==> src/rtl/tc_pkg.sv <==
// Shared definitions for the translation cache.
// Assumes: page size changes only together with a flush.
package tc_pkg;
    typedef enum logic {
        PG_SMALL = 1'b0,
        PG_LARGE = 1'b1
    } pgsz_e;
endpackage

==> src/rtl/tc_index.sv <==
// Splits a logical page number into set index and tag for the current page size.
// Assumes VPN_W > IDX_W + 1; the tag is zero-extended in large-page mode.
module tc_index
    import tc_pkg::*;
#(
    parameter int VPN_W = 20,
    parameter int IDX_W = 4,
    localparam int TAG_W = VPN_W - IDX_W
) (
    input  logic [VPN_W-1:0] vpn,
    input  pgsz_e            pgsz,
    output logic [IDX_W-1:0] idx,
    output logic [TAG_W-1:0] tag
);
    // Select index and tag fields by page size.
    always_comb begin
        if (pgsz == PG_LARGE) begin
            idx = vpn[IDX_W:1];
            tag = {1'b0, vpn[VPN_W-1:IDX_W+1]};
        end else begin
            idx = vpn[IDX_W-1:0];
            tag = vpn[VPN_W-1:IDX_W];
        end
    end
endmodule

==> src/rtl/tc_repl.sv <==
// Replacement logic: a free-running access counter, the victim captured at a miss,
// and the way selection for a fill (match, then lowest invalid, then victim).
// Assumes lk_miss is meaningful only while lk_valid is high.
module tc_repl #(
    parameter int WAYS = 4,
    localparam int WAY_W = $clog2(WAYS)
) (
    input  logic             clk,
    input  logic             rst_n,
    input  logic             lk_valid,
    input  logic             lk_miss,
    input  logic             fill_en,
    input  logic [WAYS-1:0]  set_vld,
    input  logic [WAYS-1:0]  set_match,
    output logic [WAY_W-1:0] fill_way
);
    logic [WAY_W-1:0] ctr_q;
    logic [WAY_W-1:0] victim_q;

    // Counter advances on each lookup; a miss captures the pre-advance value.
    always_ff @(posedge clk) begin
        if (!rst_n) begin
            ctr_q    <= '0;
            victim_q <= '0;
        end else if (lk_valid) begin
            ctr_q <= ctr_q + 1'b1;
            if (lk_miss) begin
                victim_q <= ctr_q;
            end
        end
    end

    // Choose the fill way: matching way, else lowest invalid, else the victim.
    always_comb begin
        fill_way = victim_q;
        if (|set_match) begin
            for (int w = WAYS - 1; w >= 0; w--) begin
                if (set_match[w]) fill_way = WAY_W'(w);
            end
        end else if (!(&set_vld)) begin
            for (int w = WAYS - 1; w >= 0; w--) begin
                if (!set_vld[w]) fill_way = WAY_W'(w);
            end
        end
    end

    p_ctr_step_r4: assert property (@(posedge clk) disable iff (!rst_n)
        lk_valid |=> ctr_q == WAY_W'($past(ctr_q) + 1'b1));
    p_ctr_hold_r4: assert property (@(posedge clk) disable iff (!rst_n)
        !lk_valid |=> $stable(ctr_q));
    p_victim_latch_r5: assert property (@(posedge clk) disable iff (!rst_n)
        (lk_valid && lk_miss) |=> victim_q == $past(ctr_q));
    p_fill_invalid_r3: assert property (@(posedge clk) disable iff (!rst_n)
        (fill_en && !(&set_vld) && !(|set_match)) |-> !set_vld[fill_way]);
endmodule

==> src/rtl/tc_store.sv <==
// Entry storage with per-entry valid bits, parallel tag compare for lookups and
// set status for fills. Reads see contents from before any same-cycle write.
// Assumes at most one way of a set matches (guaranteed by match-first fill).
module tc_store #(
    parameter int SETS  = 16,
    parameter int WAYS  = 4,
    parameter int TAG_W = 16,
    parameter int PPN_W = 20,
    localparam int IDX_W = $clog2(SETS),
    localparam int WAY_W = $clog2(WAYS),
    localparam int ENTS  = SETS * WAYS
) (
    input  logic             clk,
    input  logic             rst_n,
    input  logic             flush,
    input  logic [IDX_W-1:0] lk_idx,
    input  logic [TAG_W-1:0] lk_tag,
    input  logic             lk_super,
    output logic             lk_hit,
    output logic [PPN_W-1:0] lk_ppn,
    output logic             lk_wp,
    input  logic             fill_en,
    input  logic [IDX_W-1:0] fill_idx,
    input  logic [WAY_W-1:0] fill_way,
    input  logic [TAG_W-1:0] fill_tag,
    input  logic             fill_super,
    input  logic [PPN_W-1:0] fill_ppn,
    input  logic             fill_wp,
    output logic [WAYS-1:0]  set_vld,
    output logic [WAYS-1:0]  set_match
);
    logic [ENTS-1:0]  vld_q;
    logic [TAG_W-1:0] tag_q   [ENTS];
    logic             super_q [ENTS];
    logic [PPN_W-1:0] ppn_q   [ENTS];
    logic             wp_q    [ENTS];
    logic [WAYS-1:0]  hit_vec;

    // Valid bits: cleared by reset or flush, set by a fill.
    always_ff @(posedge clk) begin
        if (!rst_n || flush) begin
            vld_q <= '0;
        end else if (fill_en) begin
            vld_q[{fill_idx, fill_way}] <= 1'b1;
        end
    end

    // Entry payload written on a fill; no reset needed behind valid bits.
    always_ff @(posedge clk) begin
        if (fill_en) begin
            tag_q[{fill_idx, fill_way}]   <= fill_tag;
            super_q[{fill_idx, fill_way}] <= fill_super;
            ppn_q[{fill_idx, fill_way}]   <= fill_ppn;
            wp_q[{fill_idx, fill_way}]    <= fill_wp;
        end
    end

    // Per-way compare for the lookup set and the fill set.
    for (genvar w = 0; w < WAYS; w++) begin : g_way
        localparam logic [WAY_W-1:0] WSEL = WAY_W'(w);
        assign hit_vec[w]   = vld_q[{lk_idx, WSEL}] && (tag_q[{lk_idx, WSEL}] == lk_tag)
                              && (super_q[{lk_idx, WSEL}] == lk_super);
        assign set_vld[w]   = vld_q[{fill_idx, WSEL}];
        assign set_match[w] = vld_q[{fill_idx, WSEL}] && (tag_q[{fill_idx, WSEL}] == fill_tag)
                              && (super_q[{fill_idx, WSEL}] == fill_super);
    end

    // Gather the hitting way's payload by OR over the one-hot hit vector.
    always_comb begin
        lk_hit = |hit_vec;
        lk_ppn = '0;
        lk_wp  = 1'b0;
        for (int w = 0; w < WAYS; w++) begin
            if (hit_vec[w]) begin
                lk_ppn = lk_ppn | ppn_q[{lk_idx, WAY_W'(w)}];
                lk_wp  = lk_wp | wp_q[{lk_idx, WAY_W'(w)}];
            end
        end
    end

    p_hit_onehot_r9: assert property (@(posedge clk) disable iff (!rst_n)
        $onehot0(hit_vec));
    p_flush_clears_r7: assert property (@(posedge clk) disable iff (!rst_n)
        flush |=> (vld_q == '0));
    p_fill_sets_valid_r3: assert property (@(posedge clk) disable iff (!rst_n)
        (fill_en && !flush) |=> vld_q[{$past(fill_idx), $past(fill_way)}]);
endmodule

==> src/rtl/xlat_cache.sv <==
// Top of the set-associative translation cache: index split, storage, replacement
// and a registered lookup response one cycle after the request.
// Assumes pg_large changes only with a flush; fill is dropped when flush is high.
module xlat_cache
    import tc_pkg::*;
#(
    parameter int VPN_W = 20,
    parameter int PPN_W = 20,
    parameter int SETS  = 16,
    parameter int WAYS  = 4,
    localparam int IDX_W = $clog2(SETS),
    localparam int WAY_W = $clog2(WAYS),
    localparam int TAG_W = VPN_W - IDX_W
) (
    input  logic             clk,
    input  logic             rst_n,
    input  logic             pg_large,
    input  logic             lk_valid,
    input  logic [VPN_W-1:0] lk_vpn,
    input  logic             lk_super,
    input  logic             fill_valid,
    input  logic [VPN_W-1:0] fill_vpn,
    input  logic             fill_super,
    input  logic [PPN_W-1:0] fill_ppn,
    input  logic             fill_wp,
    input  logic             flush,
    output logic             rsp_valid,
    output logic             rsp_hit,
    output logic [PPN_W-1:0] rsp_ppn,
    output logic             rsp_wp
);
    pgsz_e            pgsz;
    logic [IDX_W-1:0] lk_idx, fill_idx;
    logic [TAG_W-1:0] lk_tag, fill_tag;
    logic             lk_hit, lk_wp, fill_en;
    logic [PPN_W-1:0] lk_ppn;
    logic [WAY_W-1:0] fill_way;
    logic [WAYS-1:0]  set_vld, set_match;

    assign pgsz    = pgsz_e'(pg_large);
    assign fill_en = fill_valid && !flush;

    tc_index #(.VPN_W(VPN_W), .IDX_W(IDX_W)) u_lk_index (
        .vpn(lk_vpn), .pgsz(pgsz), .idx(lk_idx), .tag(lk_tag));

    tc_index #(.VPN_W(VPN_W), .IDX_W(IDX_W)) u_fill_index (
        .vpn(fill_vpn), .pgsz(pgsz), .idx(fill_idx), .tag(fill_tag));

    tc_store #(.SETS(SETS), .WAYS(WAYS), .TAG_W(TAG_W), .PPN_W(PPN_W)) u_store (
        .clk(clk), .rst_n(rst_n), .flush(flush),
        .lk_idx(lk_idx), .lk_tag(lk_tag), .lk_super(lk_super),
        .lk_hit(lk_hit), .lk_ppn(lk_ppn), .lk_wp(lk_wp),
        .fill_en(fill_en), .fill_idx(fill_idx), .fill_way(fill_way),
        .fill_tag(fill_tag), .fill_super(fill_super), .fill_ppn(fill_ppn),
        .fill_wp(fill_wp), .set_vld(set_vld), .set_match(set_match));

    tc_repl #(.WAYS(WAYS)) u_repl (
        .clk(clk), .rst_n(rst_n), .lk_valid(lk_valid), .lk_miss(!lk_hit),
        .fill_en(fill_en), .set_vld(set_vld), .set_match(set_match),
        .fill_way(fill_way));

    // Register the lookup result; large pages pass vpn bit 0 through to the ppn.
    always_ff @(posedge clk) begin
        if (!rst_n) begin
            rsp_valid <= 1'b0;
            rsp_hit   <= 1'b0;
            rsp_ppn   <= '0;
            rsp_wp    <= 1'b0;
        end else begin
            rsp_valid <= lk_valid;
            rsp_hit   <= lk_valid && lk_hit;
            rsp_wp    <= lk_valid && lk_hit && lk_wp;
            if (lk_valid && lk_hit) begin
                rsp_ppn <= (pgsz == PG_LARGE) ? {lk_ppn[PPN_W-1:1], lk_vpn[0]} : lk_ppn;
            end else begin
                rsp_ppn <= '0;
            end
        end
    end

    p_rsp_follows_r1: assert property (@(posedge clk) disable iff (!rst_n)
        1'b1 |=> rsp_valid == $past(lk_valid));
    p_miss_zero_r2: assert property (@(posedge clk) disable iff (!rst_n)
        (rsp_valid && !rsp_hit) |-> (rsp_ppn == '0 && !rsp_wp));
    p_hit_needs_req_r1: assert property (@(posedge clk) disable iff (!rst_n)
        rsp_hit |-> rsp_valid);
endmodule

==> config.mk <==
export PLATFORM = sky130hd
export DESIGN_NAME = xlat_cache
export DESIGN_NICKNAME = d
export VERILOG_FILES = /design/src/rtl/tc_pkg.sv /design/src/rtl/tc_index.sv /design/src/rtl/tc_repl.sv /design/src/rtl/tc_store.sv /design/src/rtl/xlat_cache.sv
export SDC_FILE = /design/constraint.sdc
export NUM_CORES = 2
export LEC_CHECK = 0
export ABC_CLOCK_PERIOD_IN_PS = 16700
export BUFFER_PORTS_ARGS = -buffer_cell sky130_fd_sc_hd__buf_4
export CORE_ASPECT_RATIO = 1.25
export CORE_UTILIZATION = 30
export DETAILED_ROUTE_END_ITERATION = 16
export PLACE_DENSITY_LB_ADDON = 0.05
export SLEW_MARGIN = 10
export SYNTH_ARGS = -nofsm -noshare
export SYNTH_HDL_FRONTEND = slang
export SYNTH_SLANG_ARGS = --single-unit
export TNS_END_PERCENT = 20
==> constraint.sdc <==
create_clock -name clk -period 16.7 [get_ports clk]
set_input_delay 5.01 -clock clk [delete_from_list [all_inputs] [get_ports clk]]
set_output_delay 5.01 -clock clk [all_outputs]
set_load 0.02 [all_outputs]
==> impl_results.md <==
* Tcrit/Tclk final at 0.735
* Row count at 260
* Crit Path Class: in2reg
* Largest net degree at the start of global routing at 115
* Post-CTS Setup Inserts at 0
* Post-Syn Area at 121,000 um^2
* Max-slew violation count at 0
* Area contributors post-synth: edfxtp_1 (61%), mux4_2 (16%), mux2i_1 (7.4%), a22oi_1 (2.7%), nand2_1 (1.6%)
* Top-count cell post-synth: edfxtp_1
* Register area share after synthesis at 0.620
* Die height at 711 um
* Switch share at 0.257
* Wire length per cell at 40.2 um
* Clock transition at the registers of the reported paths at 60 ps
* Layout cell share with drive strength beyond 1 at 0.246
* Clock latency on the worst-skew pair at 970 ps
* LEAKAGE at 44.6 nW
* TritonCTS clock tree: built
* Synth Register Bits at 2,523
* Tightest Pin Transition at 1300 ps
* Yosys warns at 0
* Clock buffer depth at 4
* # setup viols final at 0
* Worst vdd ir at 0.0793 mV
* Pwr dens at 111 nW/um^2
* Status: finished clean
* Antenna violations before repair at 23
* Hold Path Sink: u_store.vld_q[8]$_SDFFE_PP0P_
* Initial core utilization at 0.301
* Worst flop-to-flop path startpoint: u_store.tag_q[10][7]$_DFFE_PP_
* Main flop type after synthesis: edfxtp_1
* First-pass GRT wire length at 700,000 um
* CP Launch Type: input port
* Routed WL at 521,000 um
* Iteration-0 DRC Markers at 7,234
* Worst reg2reg path endpoint: u_store.tag_q[50][7]$_DFFE_PP_
* Syn Area/Cell at 16.7 um^2
* Post-synth EDFFs at 2,432
* Antenna-violating nets left at 0
* Max Clk Rate at 81.5 MHz
* Max-cap violations at 0
* Total nets after synthesis at 7,292
* H-Tree Depth at 5
* Yosys top cell by area: edfxtp_1
* Nets@finish at 7,409
* Internal at 0.0114 W
* CTS Root Cell: clkbuf_16
* Cells after synthesis at 7,223
* CTS sink count at 2,523
* Netlist cell types at 85
* R2R setup slack at 10,370 ps
* Setup TNS at 0 ps
* Drt pass-1 iters at 7
* Hold_buf cts at 0
* Post-route cell area at 138,000 um^2
* DRC errors left at 0
* Port Buf Inserts at 91
* Crit path DAT at 12,800 ps
* Worst Setup End Kind: register
* Worst R2R Path Depth at 12
* Via-to-Cell Ratio at 5.77
* TritonCTS Buffers at 298
* Commonest cells in the netlist: edfxtp_1 (2,432), mux2i_1 (894), mux4_2 (877), nand2_1 (523), a22oi_1 (427)
* Asr flop ratio synth at 0
* Psw at 0.00393 W
* Post-Route Skew at 73.6 ps
* Routability cong. at 0.837
* Worst EP required at 17,230 ps
* Die area at 405,000 um^2
* RSZ-0062 raised after global routing: false
* Combinational share of power at 0.109
* Core area at 401,000 um^2
* Area Overhead vs Synth at 14.5%
* Clock power share at 0.435
* Vias in the first global route at 76,677
* HPWL Detailed at 315,000 um
* Die X at 569 um
* Final hold vios at 0
* HP Start: u_store.vld_q[8]$_SDFFE_PP0P_
* Worst slew margin at 0.133
* IO Count at 92
* Synth top area share at 0.605
* Sequential Power Share at 0.456
* Cts repair resizes at 0
* Global Route Usage Sum at 0.253
* Placement-stage cell area at 128,000 um^2
* Hold crit path type: reg2reg
* Hold path depth at 2
* Tmin final at 12,270 ps
* GRT overflow at 0
* Vias at 74,830
* Critical Path Fanout Max at 32
==> power groups by stage <==
stage | Sequential, W | Clock [W] | Combinational [W]
after floorplan | 0.00713 | 0 | 0.000935
after global placement | 0.00713 | 0 | 0.00170
after detailed placement | 0.00713 | 0 | 0.00169
after CTS | 0.00700 | 0.00683 | 0.00170
after global routing | 0.00700 | 0.00703 | 0.00174
final | 0.00700 | 0.00667 | 0.00167
==> worst max-delay path: stages <==
cell,delay (ps)
clkbuf_8,390
mux2i_4,920
buf_4,600
buf_4,520
mux4_2,320
o22ai_1,90
nor3_1,870
xnor2_1,330
nor4_1,730
nand4_1,340
a211o_2,420
buf_4,340
nor2_4,810
buf_4,790
==> worst max-delay path by stage <==
stage	startpoint	end	cells after the start
6_report	pg_large	u_store.tag_q[50][7]$_DFFE_PP_	14
5_1_grt	pg_large	u_store.tag_q[50][7]$_DFFE_PP_	14
4_1_cts	pg_large	u_store.tag_q[50][7]$_DFFE_PP_	14
3_5_place_dp	pg_large	u_store.tag_q[50][7]$_DFFE_PP_	14
3_3_place_gp	pg_large	u_store.tag_q[50][7]$_DFFE_PP_	14
2_1_floorplan	pg_large	u_store.ppn_q[1][0]$_DFFE_PP_	12
==> cell families after synthesis <==
kind of cell	count (synthesis)	synth area share
compound gates	1074	0.0601
xor+xnor	151	0.0110
buf+inv	598	0.0269
flops	2523	0.620
mux	1785	0.240
simple gates	1092	0.0421
==> cell type report <==
class                      instances  area (um^2)
antenna                           16         40.0
clock buffer                     395         8290
clock inverter                   144         1450
fill                           38323       263000
inverter                          23         87.6
multi-input combinational       4102        43400
sequential                      2523        74900
tap                             5371         6720
timing repair buffer             392         3320
==> layer usage <==
metal	up-vias	global-route usage	share of wire
li1	30226	-	-
met1	41178	0.318	0.40
met2	2695	0.444	0.51
met3	729	0.0321	0.048
met4	2	0.0912	0.041
met5	-	0	0.000025
==> layout by cell type (no fill, tap or decap), types with 17 or more instances in the layout <==
cell          n
a21oi_1     235
a221oi_1     17
a22oi_1     427
a31oi_1      24
a31oi_2      18
a32oi_1      26
and3_1       23
buf_12       27
buf_4       359
bufinv_16    24
clkbuf_1     66
clkbuf_16   312
clkbuf_8     18
clkinv_1     49
clkinv_2     44
dfxtp_1      91
edfxtp_1   2432
mux2i_1     884
mux4_2      877
nand2_1     522
nand2b_1     25
nand3_1     209
nand4_1      36
nor2_1       42
nor2_4       62
nor3_1       26
nor4_1       73
o21ai_0      78
o21ai_1      17
o221ai_1     21
o22ai_1     150
xnor2_1     108
xor2_1       43
==> registers in the layout, indices dropped and copies added (netlist names) <==
name	flops
rsp_valid	1
u_store.vld_q	64
u_store.wp_q	64
rsp_wp	1
u_repl.victim_q	2
u_store.ppn_q	1280
u_store.super_q	64
u_repl.ctr_q	2
u_store.tag_q	1024
rsp_hit	1
rsp_ppn	20
==> per-stage QoR <==
step | utilization | total power, W | std cells | hold slack [ps] | worst slack, ps
floorplan | - | 0.00807 | 7223 | 428 | 5680
global placement | 0.320 | 0.00883 | 12408 | 453 | 3220
finish | 0.345 | 0.0153 | 12966 | 470 | 4430
global route | 0.345 | 0.0158 | 12953 | 482 | 4330
CTS | 0.345 | 0.0155 | 12950 | 467 | 4300
detailed placement | 0.320 | 0.00883 | 12411 | 459 | 3310
(Power assumes the default switching activity.)
